File: src/rtl/nfc_pkg.sv
package nfc_pkg;

   typedef enum logic [1:0] {
      MODE_READ   = 2'd0,
      MODE_AUTO   = 2'd1,
      MODE_BYPASS = 2'd2,
      MODE_PROG   = 2'd3
   } nfc_mode_e;

   typedef enum logic [2:0] {
      ST_IDLE  = 3'd0,
      ST_UNLK1 = 3'd1,
      ST_UNLK2 = 3'd2,
      ST_ARMED = 3'd3,
      ST_BRST  = 3'd4
   } nfc_step_e;

   localparam int unsigned CMP_AW = 11;
   localparam int unsigned CMP_DW = 8;

   localparam logic [CMP_AW-1:0] KEY_ADDR_A = 11'h555;
   localparam logic [CMP_AW-1:0] KEY_ADDR_B = 11'h2AA;
   localparam logic [CMP_DW-1:0] KEY_DATA_A = 8'hAA;
   localparam logic [CMP_DW-1:0] KEY_DATA_B = 8'h55;
   localparam logic [CMP_DW-1:0] OP_AUTO    = 8'h90;
   localparam logic [CMP_DW-1:0] OP_PROG    = 8'hA0;
   localparam logic [CMP_DW-1:0] OP_BYPASS  = 8'h20;
   localparam logic [CMP_DW-1:0] OP_RESET   = 8'hF0;
   localparam logic [CMP_DW-1:0] OP_BEXIT   = 8'h00;

   localparam logic [7:0] ID_MAKER   = 8'h20;
   localparam logic [7:0] ID_DEV_TOP = 8'hD0;
   localparam logic [7:0] ID_DEV_BOT = 8'hD1;

endpackage

File: src/rtl/nfc_seq.sv
module nfc_seq
   import nfc_pkg::*;
#(
   parameter int unsigned ADDR_W = 16,
   parameter int unsigned DATA_W = 16
) (
   input  logic              clk,
   input  logic              rst_n,
   input  logic              wr_en,
   input  logic [ADDR_W-1:0] wr_addr,
   input  logic [DATA_W-1:0] wr_data,
   output nfc_mode_e         mode_o,
   output nfc_mode_e         base_mode_o,
   output logic              fire_o,
   output logic [ADDR_W-1:0] fire_addr_o,
   output logic [DATA_W-1:0] fire_data_o,
   output logic              clr_err_o
);

   if (ADDR_W < CMP_AW) begin : g_chk_aw
      $error("nfc_seq: ADDR_W must cover the command compare bits");
   end
   if (DATA_W < CMP_DW) begin : g_chk_dw
      $error("nfc_seq: DATA_W must cover the command compare bits");
   end

   nfc_step_e step_q, step_d;
   nfc_mode_e base_q, base_d;
   logic      from_byp_q, from_byp_d;

   logic [CMP_AW-1:0] ca;
   logic [CMP_DW-1:0] cd;
   logic              is_reset;

   assign ca       = wr_addr[CMP_AW-1:0];
   assign cd       = wr_data[CMP_DW-1:0];
   assign is_reset = (cd == OP_RESET);

   always_comb begin
      step_d     = step_q;
      base_d     = base_q;
      from_byp_d = from_byp_q;
      fire_o     = 1'b0;
      clr_err_o  = 1'b0;
      if (wr_en) begin
         if (step_q == ST_ARMED) begin
            fire_o = 1'b1;
            step_d = ST_IDLE;
            base_d = from_byp_q ? MODE_BYPASS : MODE_READ;
         end else if (is_reset) begin
            step_d    = ST_IDLE;
            base_d    = MODE_READ;
            clr_err_o = 1'b1;
         end else begin
            step_d = ST_IDLE;
            base_d = MODE_READ;
            unique case (step_q)
               ST_IDLE: begin
                  if (base_q == MODE_BYPASS) begin
                     if (cd == OP_PROG) begin
                        step_d     = ST_ARMED;
                        base_d     = MODE_BYPASS;
                        from_byp_d = 1'b1;
                     end else if (cd == OP_AUTO) begin
                        step_d = ST_BRST;
                        base_d = MODE_BYPASS;
                     end
                  end else if (ca == KEY_ADDR_A && cd == KEY_DATA_A) begin
                     step_d = ST_UNLK1;
                     base_d = base_q;
                  end
               end
               ST_UNLK1: begin
                  if (ca == KEY_ADDR_B && cd == KEY_DATA_B) begin
                     step_d = ST_UNLK2;
                     base_d = base_q;
                  end
               end
               ST_UNLK2: begin
                  if (ca == KEY_ADDR_A) begin
                     if (cd == OP_AUTO) begin
                        base_d = MODE_AUTO;
                     end else if (cd == OP_PROG) begin
                        step_d     = ST_ARMED;
                        from_byp_d = 1'b0;
                     end else if (cd == OP_BYPASS) begin
                        base_d = MODE_BYPASS;
                     end
                  end
               end
               ST_BRST: begin
                  // OP_BEXIT and any other value both leave bypass
                  base_d = MODE_READ;
               end
               default: begin
                  base_d = MODE_READ;
               end
            endcase
         end
      end
   end

   always_ff @(posedge clk) begin
      if (!rst_n) begin
         step_q     <= ST_IDLE;
         base_q     <= MODE_READ;
         from_byp_q <= 1'b0;
      end else begin
         step_q     <= step_d;
         base_q     <= base_d;
         from_byp_q <= from_byp_d;
      end
   end

   assign mode_o      = (step_q == ST_ARMED) ? MODE_PROG : base_q;
   assign base_mode_o = base_q;
   assign fire_addr_o = wr_addr;
   assign fire_data_o = wr_data;

   // a reset code outside an armed program always lands in read mode
   a_r5_reset_to_read: assert property (@(posedge clk) disable iff (!rst_n)
      (wr_en && is_reset && mode_o != MODE_PROG) |=> (mode_o == MODE_READ))
      else $error("R5 reset write did not return to read");

   // an armed program consumes exactly one write
   a_r3_arm_single_write: assert property (@(posedge clk) disable iff (!rst_n)
      (wr_en && mode_o == MODE_PROG) |=> (mode_o != MODE_PROG))
      else $error("R3 program stayed armed after its data write");

   // without a write the mode cannot move
   a_r6_mode_needs_write: assert property (@(posedge clk) disable iff (!rst_n)
      !wr_en |=> $stable(mode_o))
      else $error("R6 mode changed without a write");

endmodule

File: src/rtl/nfc_prot_gate.sv
module nfc_prot_gate #(
   parameter int unsigned ADDR_W     = 16,
   parameter int unsigned DATA_W     = 16,
   parameter int unsigned NUM_BLOCKS = 16
) (
   input  logic                  clk,
   input  logic                  rst_n,
   input  logic                  fire_i,
   input  logic [ADDR_W-1:0]     fire_addr_i,
   input  logic [DATA_W-1:0]     fire_data_i,
   input  logic                  clr_err_i,
   input  logic [NUM_BLOCKS-1:0] block_prot_i,
   output logic                  prog_req_o,
   output logic [ADDR_W-1:0]     prog_addr_o,
   output logic [DATA_W-1:0]     prog_data_o,
   output logic                  prog_err_o
);

   localparam int unsigned IDX_W = (NUM_BLOCKS > 1) ? $clog2(NUM_BLOCKS) : 1;

   if ((1 << IDX_W) != NUM_BLOCKS) begin : g_chk_pow2
      $error("nfc_prot_gate: NUM_BLOCKS must be a power of two above one");
   end
   if (IDX_W > ADDR_W) begin : g_chk_idx
      $error("nfc_prot_gate: block index wider than address");
   end

   logic [IDX_W-1:0] blk_idx;
   logic             blk_locked;
   logic             pass;

   assign blk_idx    = fire_addr_i[ADDR_W-1 -: IDX_W];
   assign blk_locked = block_prot_i[blk_idx];
   assign pass       = fire_i && !blk_locked;

   always_ff @(posedge clk) begin
      if (!rst_n) begin
         prog_req_o  <= 1'b0;
         prog_addr_o <= '0;
         prog_data_o <= '0;
         prog_err_o  <= 1'b0;
      end else begin
         prog_req_o <= pass;
         if (pass) begin
            prog_addr_o <= fire_addr_i;
            prog_data_o <= fire_data_i;
         end
         if (clr_err_i) begin
            prog_err_o <= 1'b0;
         end else if (fire_i && blk_locked) begin
            prog_err_o <= 1'b1;
         end
      end
   end

   // a request never lasts more than one cycle
   a_r3_req_one_cycle: assert property (@(posedge clk) disable iff (!rst_n)
      prog_req_o |=> !prog_req_o)
      else $error("R3 program request held for two cycles");

   // the error flag only drops on a clear from the sequencer
   a_r11_err_sticky: assert property (@(posedge clk) disable iff (!rst_n)
      (prog_err_o && !clr_err_i) |=> prog_err_o)
      else $error("R11 error flag dropped without a clear");

   // address and data of the last request hold while no request passes
   a_r11_hold_addr: assert property (@(posedge clk) disable iff (!rst_n)
      !prog_req_o |-> ($stable(prog_addr_o) || $past(!rst_n)))
      else $error("R11 program address moved without a request");

endmodule

File: src/rtl/nfc_rd_mux.sv
module nfc_rd_mux
   import nfc_pkg::*;
#(
   parameter int unsigned ADDR_W     = 16,
   parameter int unsigned DATA_W     = 16,
   parameter int unsigned NUM_BLOCKS = 16,
   parameter bit          BOOT_TOP   = 1'b1
) (
   input  logic                  clk,
   input  logic                  rst_n,
   input  logic                  rd_en,
   input  logic [ADDR_W-1:0]     rd_addr,
   input  nfc_mode_e             base_mode_i,
   input  logic [DATA_W-1:0]     array_data,
   input  logic [NUM_BLOCKS-1:0] block_prot_i,
   output logic [DATA_W-1:0]     rd_data_o
);

   localparam int unsigned IDX_W = (NUM_BLOCKS > 1) ? $clog2(NUM_BLOCKS) : 1;
   localparam int unsigned PAD_W = DATA_W - 8;

   if (ADDR_W < IDX_W + 3) begin : g_chk_aw
      $error("nfc_rd_mux: address too narrow for selector and block index");
   end

   logic [7:0]       dev_code;
   logic [7:0]       id_byte;
   logic [IDX_W-1:0] blk_idx;
   logic             unused_rd_bits;

   if (BOOT_TOP) begin : g_top_boot
      assign dev_code = ID_DEV_TOP;
   end else begin : g_bot_boot
      assign dev_code = ID_DEV_BOT;
   end

   assign blk_idx        = rd_addr[ADDR_W-1 -: IDX_W];
   assign unused_rd_bits = ^rd_addr[ADDR_W-IDX_W-1:2];

   always_comb begin
      unique case (rd_addr[1:0])
         2'b00:   id_byte = ID_MAKER;
         2'b01:   id_byte = dev_code;
         2'b10:   id_byte = {7'd0, block_prot_i[blk_idx]};
         default: id_byte = 8'h00;
      endcase
   end

   always_ff @(posedge clk) begin
      if (!rst_n) begin
         rd_data_o <= '0;
      end else if (rd_en) begin
         rd_data_o <= (base_mode_i == MODE_AUTO) ? {{PAD_W{1'b0}}, id_byte} : array_data;
      end
   end

   // read data only moves on a read strobe
   a_r12_hold_without_read: assert property (@(posedge clk) disable iff (!rst_n)
      !rd_en |=> $stable(rd_data_o))
      else $error("R12 read data changed without a read");

   // identification reads never set bits above the low byte
   a_r8_id_upper_zero: assert property (@(posedge clk) disable iff (!rst_n)
      (rd_en && base_mode_i == MODE_AUTO) |=> (rd_data_o[DATA_W-1:8] == '0))
      else $error("R8 upper bits set on an identification read");

endmodule

File: src/rtl/nor_cmd_decoder.sv
module nor_cmd_decoder
   import nfc_pkg::*;
#(
   parameter int unsigned ADDR_W     = 16,
   parameter int unsigned DATA_W     = 16,
   parameter int unsigned NUM_BLOCKS = 16,
   parameter bit          BOOT_TOP   = 1'b1
) (
   input  logic                  clk,
   input  logic                  rst_n,
   input  logic                  wr_en,
   input  logic [ADDR_W-1:0]     wr_addr,
   input  logic [DATA_W-1:0]     wr_data,
   input  logic                  rd_en,
   input  logic [ADDR_W-1:0]     rd_addr,
   input  logic [DATA_W-1:0]     array_data,
   input  logic [NUM_BLOCKS-1:0] block_prot,
   output logic [DATA_W-1:0]     rd_data,
   output logic [1:0]            mode,
   output logic                  prog_req,
   output logic [ADDR_W-1:0]     prog_addr,
   output logic [DATA_W-1:0]     prog_data,
   output logic                  prog_err
);

   localparam int unsigned IDX_W = (NUM_BLOCKS > 1) ? $clog2(NUM_BLOCKS) : 1;

   if (DATA_W < 16) begin : g_chk_dw
      $error("nor_cmd_decoder: DATA_W must be at least 16");
   end

   nfc_mode_e         cur_mode;
   nfc_mode_e         base_mode;
   logic              fire;
   logic [ADDR_W-1:0] fire_addr;
   logic [DATA_W-1:0] fire_data;
   logic              clr_err;

   nfc_seq #(
      .ADDR_W (ADDR_W),
      .DATA_W (DATA_W)
   ) i_seq (
      .clk         (clk),
      .rst_n       (rst_n),
      .wr_en       (wr_en),
      .wr_addr     (wr_addr),
      .wr_data     (wr_data),
      .mode_o      (cur_mode),
      .base_mode_o (base_mode),
      .fire_o      (fire),
      .fire_addr_o (fire_addr),
      .fire_data_o (fire_data),
      .clr_err_o   (clr_err)
   );

   nfc_prot_gate #(
      .ADDR_W     (ADDR_W),
      .DATA_W     (DATA_W),
      .NUM_BLOCKS (NUM_BLOCKS)
   ) i_gate (
      .clk          (clk),
      .rst_n        (rst_n),
      .fire_i       (fire),
      .fire_addr_i  (fire_addr),
      .fire_data_i  (fire_data),
      .clr_err_i    (clr_err),
      .block_prot_i (block_prot),
      .prog_req_o   (prog_req),
      .prog_addr_o  (prog_addr),
      .prog_data_o  (prog_data),
      .prog_err_o   (prog_err)
   );

   nfc_rd_mux #(
      .ADDR_W     (ADDR_W),
      .DATA_W     (DATA_W),
      .NUM_BLOCKS (NUM_BLOCKS),
      .BOOT_TOP   (BOOT_TOP)
   ) i_rd (
      .clk          (clk),
      .rst_n        (rst_n),
      .rd_en        (rd_en),
      .rd_addr      (rd_addr),
      .base_mode_i  (base_mode),
      .array_data   (array_data),
      .block_prot_i (block_prot),
      .rd_data_o    (rd_data)
   );

   assign mode = cur_mode;

   // protect bits as seen at the previous edge, for the request check
   logic [NUM_BLOCKS-1:0] prot_prev;
   always_ff @(posedge clk) begin
      prot_prev <= block_prot;
   end

   // a request follows an armed program
   a_r3_req_after_arm: assert property (@(posedge clk) disable iff (!rst_n)
      prog_req |-> ($past(mode) == MODE_PROG))
      else $error("R3 request without an armed program");

   // no request reaches a block that was protected
   a_r11_no_locked_req: assert property (@(posedge clk) disable iff (!rst_n)
      prog_req |-> !prot_prev[prog_addr[ADDR_W-1 -: IDX_W]])
      else $error("R11 request issued to a protected block");

   // request and error never rise together
   a_r11_req_or_err: assert property (@(posedge clk) disable iff (!rst_n)
      prog_req |-> !$rose(prog_err))
      else $error("R11 request and new error in the same cycle");

endmodule

File: config.mk
export PLATFORM = sky130hd
export DESIGN_NAME = nor_cmd_decoder
export DESIGN_NICKNAME = d
export VERILOG_FILES = /design/src/rtl/nfc_pkg.sv /design/src/rtl/nfc_seq.sv /design/src/rtl/nfc_prot_gate.sv /design/src/rtl/nfc_rd_mux.sv /design/src/rtl/nor_cmd_decoder.sv
export SDC_FILE = /design/constraint.sdc
export NUM_CORES = 1
export LEC_CHECK = 0
export ABC_AREA = 0
export BUFFER_PORTS_ARGS = -buffer_cell sky130_fd_sc_hd__buf_4
export CORE_AREA = 2 2 83 85
export DETAILED_ROUTE_END_ITERATION = 12
export DIE_AREA = 0 0 85 87
export HOLD_SLACK_MARGIN = 0.03
export PLACE_DENSITY = 0.86
export SLEW_MARGIN = 15
export SYNTH_ARGS = -nofsm -noshare
export SYNTH_HDL_FRONTEND = slang
export SYNTH_HIERARCHICAL = 1
export SYNTH_SLANG_ARGS = --single-unit
File: constraint.sdc
create_clock -name clk -period 5 [get_ports clk]
set_input_delay 0.75 -clock clk [delete_from_list [all_inputs] [get_ports clk]]
set_output_delay 0.75 -clock clk [all_outputs]
set_load 0.02 [all_outputs]
### Yosys cells after proc, flatten, opt, wreduce, memory -nomap -nowiden

Index checks and enable logic that the tools add are counted.
W data, S select, Z words.

* add/subtract/negate cells: 0
* multiply operators: 0
* div/mod/pow operators: 0
* order comparisons: 2
* eq/ne operators: 22
* shift-type cells: 0
* muxes and demuxes: 42
* bitwise logic cells: 3
* reductions and logical operators: 11

Operator list (number)
* $eq A8 B8 Y1 const B: 4
* $mux W2: 15
* $pmux W8 S3: 1
* $mux W3: 7
* $mux W16: 1
* $mux W1: 13
* $eq A11 B10 Y1 const B: 1
* $eq A11 B11 Y1 const B: 1
* $lt A4 B5 Y1 const B: 2
* $pmux W3 S3: 1
* $reduce_and A9 Y1: 1
* $bmux W1 S4: 2
* $eq A8 B6 Y1 const B: 1
* $eq A8 B7 Y1 const B: 1
* $ne A2 B1 Y1 const B: 4
* $eq A3 B2 Y1 const B: 2
* $pmux W2 S3: 1
* $ne A5 B2 Y1 const B: 1
* $eq A2 B1 Y1 const B: 2
* $eq A2 B2 Y1 const B: 2
* $logic_and A1 B1 Y1: 4
* $ne A4 B2 Y1 const B: 1
* $eq A3 B1 Y1 const B: 1
* $logic_not A3 Y1: 1
* other kinds (8): 10

* register bits after elaboration: 56
* latch bits: 0
* memory bits (writable): 0
* ROM bits: 0
* output and inout bits: 52
* logic and storage cells: 88
* memories kept: 0

### Logic depth before layout (Yosys ltp)

* depth in word-level cells: 8
* mapped depth: 8
* depth with buffers taken out: 6

### Hierarchy

The synthesis kept the hierarchy.

Modules (own cells, without submodules)
* nfc_prot_gate: times used 1, cells an instance 159, area an instance 1512.7 µm², seq. area each 680.7 µm²
* nfc_seq: times used 1, cells an instance 109, area an instance 828.3 µm², seq. area each 120.1 µm²
* nfc_rd_mux: times used 1, cells an instance 88, area an instance 819.5 µm², seq. area each 320.3 µm²

### Worst setup path before layout

Ideal clock, no wire load.

* kind: in2reg
* from: input wr_addr[12]
* to: register i_gate.prog_addr_o[0]
* library setup time: 0.072 ns
* arrival: 2.541 ns
* path slack: 2.388 ns
* stages on the path: 7
* buffers on the path: 3
* cells stage by stage: buf_4 > buf_6 > mux4_2 > mux2_2 > a221oi_4 > buf_6 > mux2i_1

* word-level cells in the longest chain between the ends: 4

Ends and longest elaborated chain
* start: declaration: line nor_cmd_decoder.sv:12 `input logic [ADDR_W-1:0] wr_addr,`
* $bmux W1 S4: line nfc_prot_gate.sv:33 `assign blk_locked = block_prot_i[blk_idx];`
* $mux W1 (implied by the code): line nfc_prot_gate.sv:33
* $logic_not A1 Y1: line nfc_prot_gate.sv:34 `assign pass = fire_i && !blk_locked;`
* $logic_and A1 B1 Y1: line nfc_prot_gate.sv:34
* end signal: assignment: line nfc_prot_gate.sv:45 `prog_addr_o <= fire_addr_i;`
* end: declaration: line nfc_prot_gate.sv:14 `output logic [ADDR_W-1:0] prog_addr_o,`

Every way passes these cells. The select of a mux whose other input is x is not followed.
A chain may end at the register's enable or synchronous reset.

### Worst setup path after layout

* from: input wr_addr[12]
* to: register i_gate.prog_data_o[10]

* word-level cells in the longest chain between the ends: 4

Ends and longest elaborated chain
* $bmux W1 S4: line nfc_prot_gate.sv:33
* $mux W1 (implied by the code): line nfc_prot_gate.sv:33
* $logic_not A1 Y1: line nfc_prot_gate.sv:34
* $logic_and A1 B1 Y1: line nfc_prot_gate.sv:34
* end signal: assignment: line nfc_prot_gate.sv:46 `prog_data_o <= fire_data_i;`
* end: declaration: line nfc_prot_gate.sv:15 `output logic [DATA_W-1:0] prog_data_o,`

Every way passes these cells. The select of a mux whose other input is x is not followed.

==> metrics.txt <==
Setup crit start kind=input port; Worst setup EP type=register; grt peak-use layer=met2; vias in the first global route=2630; Post-route DRC=0; routed len/inst=14.4 um; R2R depth=7; Primary FF master, synth=dfxtp_1; Routed WL=7480 um; synthesized area=3160 um^2; worst skew pair latency=0.31 ns; CP bufs+invs=2; Worst Path Required=approximately 5.3 ns; Syn Area/Cell=8.88 um^2; Peak supply drop=between 100 and 150 uV; Synth cell types=50; vias per cell=5.31; num rows=30; GR Util met3=0.0474; number of max-cap violations=0; GR Overflow Total=0; flop2flop setup slack=2.19 ns; Initial DRC Count=69; post-layout min period=a little under 3 ns; GPL Wtd Cong=a little over 0.9; hold_sp=i_gate/prog_data_o[2]; Post-CTS Resized=0; RSZ-0062 raised after global routing=false; Post-DRT Antenna Nets=0; total track usage=0.198; Setup CP Type=in2reg; Initial Utilization=0.481; FFs w/ async S/R, synth=0; global-route wire length before repair=roughly 12000 um; setup repair bufs after CTS=0; CTS Root Cell=clkbuf_8; period utilization=0.585; Clock transition at path regs=0.10 ns; core footprint=6570 um^2; filler cell count=588; hold buffers post-CTS=0; most common cell after layout, fill and taps aside=buf_4; maximum clock frequency=342 MHz; CTS H-tree depth=2; HPWL Detailed=5600 um; commonest non-fill, non-tap cells in the layout=126 x buf_4, 77 x nand2_1, 56 x dfxtp_1, 38 x mux2i_1, 17 x nand2b_1; Critical Path Start=wr_addr[12]; M1 GR Usage=0.237; Crit path top cell by count=buf_4; post-synthesis sequential area ratio=0.355; clk buf depth=2; Post-synth EDFFs=0; synthesis-to-layout area growth=24.9%; Die H=87 um; CTS tree=built; io pins=~140; Leakage=1.67 nW; max-slew violation count=0; Hold Crit Endpoint=i_gate/prog_data_o[2]; Worst Path Max Fanout=22; Nets=about 520; Syn Inst Count=356; Tightest Pin Transition=0.794 ns; Num CTS Buffers=5; Hold Violations, Final=0; type of the worst min-delay path=reg2reg; met2 Usage GRT=0.356; Power Density=around 220 nW/um^2; Die Wd=85 um; Vias=2755; setup TNS=0 ns; share of cells above drive strength 1=0.339; antenna fix cells=0; clock sinks=56; status=completed; Slew headroom=0.471; IO buf count=125; hold path depth=2; Crit path max-delay family=multiplexers; YS warnings=6; largest net degree at the start of global routing=88; worst r2r src=i_seq/step_q[1]; first drt pass iteration count=4; FF+latch count, synth=56; slowest CP cell=a221oi_4; Final Worst Setup Slack=2.08 ns; post-synthesis net count=440; # setup viols final=0; crit path cell chain=buf_4 -> mux4_2 -> mux2_2 -> a221oi_4 -> buf_4 -> mux2i_1; Reg-to-Reg End=i_gate/prog_data_o[10]; dpl ws=1.69 ns; initial antenna violation count=0; CP max stage delay=just over 0.7 ns; skew final=~0.0047 ns; die footprint=around 7400 um^2; critical path data arrival time=3.17 ns
## where the power goes
| part | internal [mW] | switching, mW | total (mW) | leakage (nW) |
|---|---|---|---|---|
| Clock | 0.101 | 0.157 | 0.258 | 0.0485 |
| Sequential | 0.453 | 0.00396 | 0.457 | 0.454 |
| Combinational | 0.0756 | 0.0659 | 0.142 | 1.16 |
| Total | 0.630 | 0.227 | 0.857 | 1.67 |
## flip-flops by register name, indices dropped and copies added (netlist names)
name,cells
i_gate/prog_req_o,1
i_gate/prog_addr_o,16
i_seq/base_mode_o,2
i_seq/step_q,3
i_gate/prog_data_o,16
i_gate/prog_err_o,1
i_seq/from_byp_q,1
i_rd/rd_data_o,16
## worst max-delay path by stage
| stage | endpoint | cells past startpoint |
|---|---|---|
| after CTS | i_gate/prog_data_o[10] | 6 |
| after floorplan | i_gate/prog_addr_o[0] | 7 |
| after global placement | i_gate/prog_addr_o[5] | 6 |
| final | i_gate/prog_data_o[10] | 6 |
| after detailed placement | i_gate/prog_data_o[10] | 6 |
| after global routing | i_gate/prog_addr_o[1] | 7 |
## area by class of cell
| type | instances | area (um^2) | area share |
|---|---|---|---|
| clock buffers | 5 | 68.8 | 0.0174 |
| clock inverters | 3 | 22.5 | 0.00571 |
| inverters | 5 | 18.8 | 0.00475 |
| multi-input cells | 244 | 1670 | 0.423 |
| flip-flops and latches | 56 | 1120 | 0.284 |
| well taps | 80 | 100 | 0.0254 |
| repair buffers | 126 | 946 | 0.240 |
## cell families (layout without fill, tap and decap cells)
group,after synthesis,in the layout,share of synthesized area
buffers and inverters,56,139,0.117
multiplexers,46,46,0.173
flip-flops,56,56,0.355
AND/OR/NAND/NOR,158,158,0.265
AO/OA/AOI/OAI,40,40,0.0911
## synth_stat cells, types with 2 or more instances
master,number,share of area
nand4_1,3,0.0059
nor2_1,6,0.0071
buf_6,5,0.018
or3_4,2,0.0071
o21ai_0,8,0.013
clkbuf_1,13,0.015
nand4b_1,2,0.0055
and2_1,3,0.0059
nand2_1,77,0.091
nand2b_1,17,0.034
a21boi_0,11,0.026
nor4b_1,3,0.0083
inv_1,5,0.0059
a211oi_1,3,0.0071
a221oi_1,2,0.0055
nor3b_1,2,0.0047
mux2_2,2,0.0071
mux4_2,4,0.029
dfxtp_1,56,0.35
nor2b_1,5,0.0099
and3_1,3,0.0059
nor4bb_1,2,0.0063
buf_4,32,0.076
a21oi_1,7,0.011
nand3_1,16,0.025
mux4_1,2,0.017
nor4_1,2,0.0040
mux2i_1,38,0.12
nor3_1,4,0.0063
## routing by layer
layer | vias to the layer above | routed length, um
met1 | 1253 | 3100
met4 | 0 | 81
met2 | 124 | 3670
li1 | 1369 | -
met3 | 9 | 623
met5 | - | 0
## metrics by stage
stage                     area (um^2)  total power [mW]  cells  hold WS, ns  utilization
after global placement           3860             0.605    511        0.443        0.587
after global routing             3950             0.898    519        0.487        0.601
after CTS                        3950             0.867    519        0.465        0.601
after detailed placement         3860             0.609    511        0.449        0.587
after floorplan                  3160             0.553    356        0.437            -
final                            3950             0.857    519        0.462        0.601
## worst reg2reg max path, cell delays in order, from the launching register on
cell,delay [ns]
dfxtp_1,0.54
nand2_1,0.11
or2_0,0.33
nor2_1,0.28
inv_1,0.13
a221oi_4,0.63
buf_4,0.47
mux2i_1,0.26
(Power assumes the default switching activity.)
